--- src/rtl/stby_pkg.sv ---
package stby_pkg;

  typedef enum logic [1:0] {
    MODE_ACTIVE = 2'b00,
    MODE_SOFT   = 2'b01,
    MODE_HOLD   = 2'b10,
    MODE_OFF    = 2'b11
  } mode_e;

  typedef enum logic [3:0] {
    S_ACT,
    S_SOFT,
    S_SAVE,
    S_SAVEW,
    S_GATE,
    S_HOLD,
    S_OFF,
    S_SETTLE,
    S_RSTR,
    S_RSTRW
  } state_e;

  // strobes from control to datapath
  typedef struct packed {
    logic  latchKind;
    logic  cntLoad;
    logic  statWr;
    mode_e statVal;
  } dpCmd_t;

endpackage

--- src/rtl/stby_sync.sv ---
module stby_sync #(
  parameter int W      = 2,
  parameter int STAGES = 2
) (
  input  logic         clk,
  input  logic         rstN,
  input  logic [W-1:0] d,
  output logic [W-1:0] q
);

  logic [W-1:0] pipe [STAGES];

  always_ff @(posedge clk or negedge rstN) begin
    if (!rstN) begin
      for (int i = 0; i < STAGES; i++) pipe[i] <= '0;
    end else begin
      pipe[0] <= d;
      for (int i = 1; i < STAGES; i++) pipe[i] <= pipe[i-1];
    end
  end

  assign q = pipe[STAGES-1];

endmodule

--- src/rtl/stby_dp.sv ---
module stby_dp
  import stby_pkg::*;
#(
  parameter int SETTLE_W    = 8,
  parameter int SYNC_STAGES = 2
) (
  input  logic                clk,
  input  logic                rstN,
  input  logic                standbyPin,
  input  logic                retainSel,
  input  logic [SETTLE_W-1:0] settleCycles,
  input  dpCmd_t              cmd,
  output logic                stbyLvl,
  output logic                stbyRise,
  output logic                kindOff,
  output logic                cntZero,
  output logic [1:0]          modeStat
);

  logic [1:0]          syncOut;
  logic                retainSync;
  logic                stbyPrev;
  logic [SETTLE_W-1:0] settleCnt;
  mode_e               statReg;

  stby_sync #(.W(2), .STAGES(SYNC_STAGES)) uSync (
    .clk  (clk),
    .rstN (rstN),
    .d    ({retainSel, standbyPin}),
    .q    (syncOut)
  );

  assign stbyLvl    = syncOut[0];
  assign retainSync = syncOut[1];
  assign stbyRise   = stbyLvl & ~stbyPrev;
  assign cntZero    = (settleCnt == '0);
  assign modeStat   = statReg;

  always_ff @(posedge clk or negedge rstN) begin
    if (!rstN) begin
      stbyPrev  <= 1'b0;
      kindOff   <= 1'b0;
      settleCnt <= '0;
      statReg   <= MODE_ACTIVE;
    end else begin
      stbyPrev <= stbyLvl;
      if (cmd.latchKind) kindOff <= ~retainSync;
      if (cmd.cntLoad)       settleCnt <= settleCycles;
      else if (!cntZero)     settleCnt <= settleCnt - 1'b1;
      if (cmd.statWr) statReg <= cmd.statVal;
    end
  end

endmodule

--- src/rtl/stby_ctrl.sv ---
module stby_ctrl
  import stby_pkg::*;
(
  input  logic   clk,
  input  logic   rstN,
  input  logic   softReq,
  input  logic   inhibit,
  input  logic   saveDone,
  input  logic   restoreDone,
  input  logic   stbyLvl,
  input  logic   stbyRise,
  input  logic   kindOff,
  input  logic   cntZero,
  output dpCmd_t cmd,
  output logic   clkEn,
  output logic   pwrEn,
  output logic   serialEn,
  output logic   saveStb,
  output logic   restoreStb,
  output logic   cfgClr
);

  state_e state, nextState;

  always_ff @(posedge clk or negedge rstN) begin
    if (!rstN) state <= S_ACT;
    else       state <= nextState;
  end

  always_comb begin
    nextState     = state;
    cmd.latchKind = 1'b0;
    cmd.cntLoad   = (state != S_SETTLE);
    cmd.statWr    = 1'b0;
    cmd.statVal   = MODE_ACTIVE;
    unique case (state)
      S_ACT: begin
        if (stbyRise && !inhibit) begin
          nextState     = S_SAVE;
          cmd.latchKind = 1'b1;
        end else if (softReq && !inhibit && !stbyLvl) begin
          nextState   = S_SOFT;
          cmd.statWr  = 1'b1;
          cmd.statVal = MODE_SOFT;
        end
      end
      S_SOFT: begin
        if (stbyRise && !inhibit) begin
          nextState     = S_SAVE;
          cmd.latchKind = 1'b1;
        end else if (!softReq) begin
          nextState   = S_ACT;
          cmd.statWr  = 1'b1;
          cmd.statVal = MODE_ACTIVE;
        end
      end
      S_SAVE:  nextState = S_SAVEW;
      S_SAVEW: if (saveDone) nextState = S_GATE;
      S_GATE: begin
        cmd.statWr = 1'b1;
        if (kindOff) begin
          nextState   = S_OFF;
          cmd.statVal = MODE_OFF;
        end else begin
          nextState   = S_HOLD;
          cmd.statVal = MODE_HOLD;
        end
      end
      S_HOLD:   if (!stbyLvl) nextState = S_RSTR;
      S_OFF:    if (!stbyLvl) nextState = S_SETTLE;
      S_SETTLE: if (cntZero)  nextState = S_RSTR;
      S_RSTR:   nextState = S_RSTRW;
      S_RSTRW: begin
        if (restoreDone) begin
          nextState   = S_ACT;
          cmd.statWr  = 1'b1;
          cmd.statVal = MODE_ACTIVE;
        end
      end
      default: nextState = S_ACT;
    endcase
  end

  always_comb begin
    clkEn      = (state == S_ACT) || (state == S_SAVE) || (state == S_SAVEW) ||
                 (state == S_RSTR) || (state == S_RSTRW);
    pwrEn      = (state != S_OFF);
    serialEn   = (state == S_ACT) || (state == S_SOFT);
    saveStb    = (state == S_SAVE);
    restoreStb = (state == S_RSTR);
    cfgClr     = (state == S_RSTR) && kindOff;
  end

endmodule

--- src/rtl/stby_pwr_ctrl.sv ---
module stby_pwr_ctrl
  import stby_pkg::*;
#(
  parameter int SETTLE_W    = 8,
  parameter int SYNC_STAGES = 2
) (
  input  logic                clk,
  input  logic                rstN,
  input  logic                standbyPin,
  input  logic                softReq,
  input  logic                retainSel,
  input  logic                inhibit,
  input  logic [SETTLE_W-1:0] settleCycles,
  input  logic                saveDone,
  input  logic                restoreDone,
  output logic                clkEn,
  output logic                pwrEn,
  output logic                serialEn,
  output logic                saveStb,
  output logic                restoreStb,
  output logic                cfgClr,
  output logic [1:0]          modeStat
);

  dpCmd_t cmd;
  logic   stbyLvl, stbyRise, kindOff, cntZero;

  stby_dp #(.SETTLE_W(SETTLE_W), .SYNC_STAGES(SYNC_STAGES)) uDp (
    .clk          (clk),
    .rstN         (rstN),
    .standbyPin   (standbyPin),
    .retainSel    (retainSel),
    .settleCycles (settleCycles),
    .cmd          (cmd),
    .stbyLvl      (stbyLvl),
    .stbyRise     (stbyRise),
    .kindOff      (kindOff),
    .cntZero      (cntZero),
    .modeStat     (modeStat)
  );

  stby_ctrl uCtrl (
    .clk         (clk),
    .rstN        (rstN),
    .softReq     (softReq),
    .inhibit     (inhibit),
    .saveDone    (saveDone),
    .restoreDone (restoreDone),
    .stbyLvl     (stbyLvl),
    .stbyRise    (stbyRise),
    .kindOff     (kindOff),
    .cntZero     (cntZero),
    .cmd         (cmd),
    .clkEn       (clkEn),
    .pwrEn       (pwrEn),
    .serialEn    (serialEn),
    .saveStb     (saveStb),
    .restoreStb  (restoreStb),
    .cfgClr      (cfgClr)
  );

endmodule

--- config.mk ---
export PLATFORM = sky130hd
export DESIGN_NAME = stby_pwr_ctrl
export DESIGN_NICKNAME = d
export VERILOG_FILES = /design/src/rtl/stby_pkg.sv /design/src/rtl/stby_sync.sv /design/src/rtl/stby_dp.sv /design/src/rtl/stby_ctrl.sv /design/src/rtl/stby_pwr_ctrl.sv
export SDC_FILE = /design/constraint.sdc
export NUM_CORES = 1
export LEC_CHECK = 0
export ABC_CLOCK_PERIOD_IN_PS = 2000
export CAP_MARGIN = 30
export CORE_MARGIN = 5
export CORE_UTILIZATION = 55
export CTS_CLUSTER_SIZE = 16
export DETAILED_ROUTE_END_ITERATION = 12
export DONT_BUFFER_PORTS = 1
export GPL_TIMING_DRIVEN = 0
export PLACE_DENSITY = 0.69
export SLEW_MARGIN = 20
export SYNTH_ARGS = -nofsm -noshare
export SYNTH_HDL_FRONTEND = slang
export SYNTH_SLANG_ARGS = --single-unit
--- constraint.sdc ---
create_clock -name clk -period 2 [get_ports clk]
set_input_delay 0 -clock clk [delete_from_list [all_inputs] [get_ports clk]]
set_output_delay 0 -clock clk [all_outputs]
set_load 0.05 [all_outputs]
==> results.ini <==
[run_status]
outcome=finished clean

[layout]
diodes=0
final_cell_mix=dfrtp_1, nand2_1, dlygate4sd3_1, a21oi_1, nor2_1
syn_to_final_growth_pct=23.9
finish.utilization_pct=72.9
nNetsFinal=167
drive_above_1_share_pct=16.2
stdcell_area_um2=1460
layout_commonest_cell=dfrtp_1
fillers=141

[floorplan]
die-width_um=56.3
pin_count=24
dieArea_um2=3170
core_um2=2000
die_h_um=56.3
num_rows=16
initial_core_util_pct=58.9

[hold_path]
hold_path.class=in2async

[placed_design]
portBuffers=0
dp_hpwl_um=1780
gp_congestion=0.875
placed_area_um2=1250

[route]
num_vias=1001
viasPerCell=5.72
wire_per_inst_um=14.7
postRouteWirelength_um=2570
drc=0
drt_iter0_drc=12
ant_nets=0
drt-pass1-iter-count=4

[global_routing]
grt_pass1_wl_um=4540
grt_antenna_before_repair=0
gr-total-overflow=0
track_usage_pct=17.7
grt_pass1_vias=957
grt_max_degree=21

[yosys]
muxShareOfSynthArea_pct=4.25
synth_cell_types=39
synth_area_leaders=dfrtp_1, nand2_1, a21oi_1
synthXorXnorAreaFrac_pct=3.72
synth-compound-area-share_pct=19.4
yosysTopAreaCell=dfrtp_1
synth_adder_area_share_pct=2.12
postSynthAreaPerCell_um2=9.14
yosys_warnings=0
synth_fp_nets=147
synth_top_area_share_pct=42.5
synth_edf_count=0
ys_seq_area_share_pct=42.5
synthArstFlopShare_pct=100
netlist_area_um2=1180
synth_flop_cell=dfrtp_1
yosys.area_share.simple_pct=24.2
ys_seq_elements=20
netlist_instances=129
synth_top_family_by_area=simple AND/OR/NAND/NOR gates

[clock_network]
cts_sinks=20
htreeDepth=1
cts_buffers=3
clockBufferDepth=2
clockRootBuffer=clkbuf_4
cts_tree=done
path_clk_slew_ns=0.12
clk-insertion-delay-late_ns=0.30

[worst_setup_path]
r2r_slack_ns=0.08
r2r-end=uCtrl.state[0]$_DFFE_PN0P_
path_class=reg2reg
worstReg2RegStart=uCtrl.state[1]$_DFFE_PN0P_
start_kind=flip-flop
ff2ff_path_depth=4
cp.arrival_ns=2.13
end_kind=flip-flop
crit_fanout=9
crit_required_ns=2.20

[timing]
finalCriticalPeriod_ns=1.92
finalHoldViolCount=0
fmax_mhz=520
report.final.slew_viol_count=0
post-route-period-util_pct=96.2
rsz0062_at_grt=no
setup_viol=0
worst_pin_slew_ns=0.672
slew-limit-headroom_pct=55.0
skew_ns=0.00803

[power]
design_power_total_mw=1.88
vdd_drop_max_mv=0.928
total_leakage_power_nw=0.608
cellPowerDensity_nw_per_um2=1290

[run]
drv_cap=0

==> state kept, by name, indices dropped and copies added (netlist names) <==
| register | count |
|---|---|
| uDp.uSync.pipe | 2 |
| uCtrl.state | 4 |
| uDp.kindOff | 1 |
| uDp.uSync.q | 2 |
| uDp.stbyPrev | 1 |
| uDp.settleCnt | 8 |
| uDp.modeStat | 2 |
==> final cells by class <==
type                       instances  area (µm²)  share of cell area (%)
timing repair buffer              16         160                    11.0
buffer                             6        33.8                    2.31
clock buffer                       4        36.3                    2.49
tap                               27        33.8                    2.31
inverter                           5        18.8                    1.29
multi-input combinational         97         677                    46.4
sequential                        20         500                    34.3
==> per-stage QoR <==
step	instances	setup WS (ns)	hold WS, ns	TNS [ns]
2_1_floorplan	129	0.0514	-0.296	0
3_3_place_gp	156	-0.104	-0.295	-0.220
3_5_place_dp	157	-0.0580	-0.295	-0.115
4_1_cts	174	0.0150	0.0709	0
5_1_grt	175	0.0129	0.0199	0
6_report	175	0.0768	0.0198	0
==> metal layers <==
layer	global-route usage, %	wire [µm]	up-vias
met3	3.44	93	2
met4	4.07	12	0
met5	0	0	-
li1	-	-	497
met2	25.7	1140	20
met1	27.0	1320	482
==> worst max-delay path by stage <==
stage | startpoint | endpoint | slack, ns | depth (start not counted)
after global placement | uCtrl.state[1]$_DFFE_PN0P_ | saveStb | -0.10 | 3
after CTS | uCtrl.state[0]$_DFFE_PN0P_ | cfgClr | 0.01 | 4
after detailed placement | uDp.settleCnt[5]$_DFFE_PN0P_ | uCtrl.state[0]$_DFFE_PN0P_ | -0.06 | 5
final | uCtrl.state[1]$_DFFE_PN0P_ | uCtrl.state[0]$_DFFE_PN0P_ | 0.08 | 4
after floorplan | uDp.settleCnt[5]$_DFFE_PN0P_ | uCtrl.state[0]$_DFFE_PN0P_ | 0.05 | 5
after global routing | uCtrl.state[0]$_DFFE_PN0P_ | cfgClr | 0.01 | 4
==> power by group <==
part           switching [mW]  internal [mW]
logic                   0.612          0.391
clock network           0.130          0.111
registers               0.156          0.483
==> kinds of logic (layout without fill, tap and decap cells) <==
logic type	count (synthesis)	count (layout)
adders and majority gates	2	2
muxes	4	4
and+or+nand+nor	53	53
xor gates and xnor gates	5	5
DFF	20	20
AOI/OAI and AO/OA	33	33
buffers and inverters	12	31
==> cell usage after synthesis (all sizes together) (2+ instances only) <==
master	instances
inv	5
and3	2
or4	3
nand3b	2
o21a	2
nand2	14
dfrtp	20
nor2b	4
o21ai	11
nand2b	5
clkbuf	7
xor2	2
nand3	3
nor2	9
xnor2	3
ha	2
nor3	7
a21oi	9
mux2i	2
mux2	2
==> critical path, cell delays in order, from the launching register on <==
cell      delay, ns
dfrtp_1        0.53
nor3_4         0.57
nand3_2        0.17
o211ai_4       0.24
mux2_4         0.31
==> timing repair <==
| action | CTS | global route |
|---|---|---|
| hold buffers | 13 | 0 |
| endpoints found under the setup margin | 3 | 3 |
| setup buffers | 1 | 0 |
| pin swaps | 4 | 3 |
| hold endpoints to repair | 33 | 0 |
| resized for setup | 7 | 8 |
Note: power is estimated with default switching activity, not from simulation.
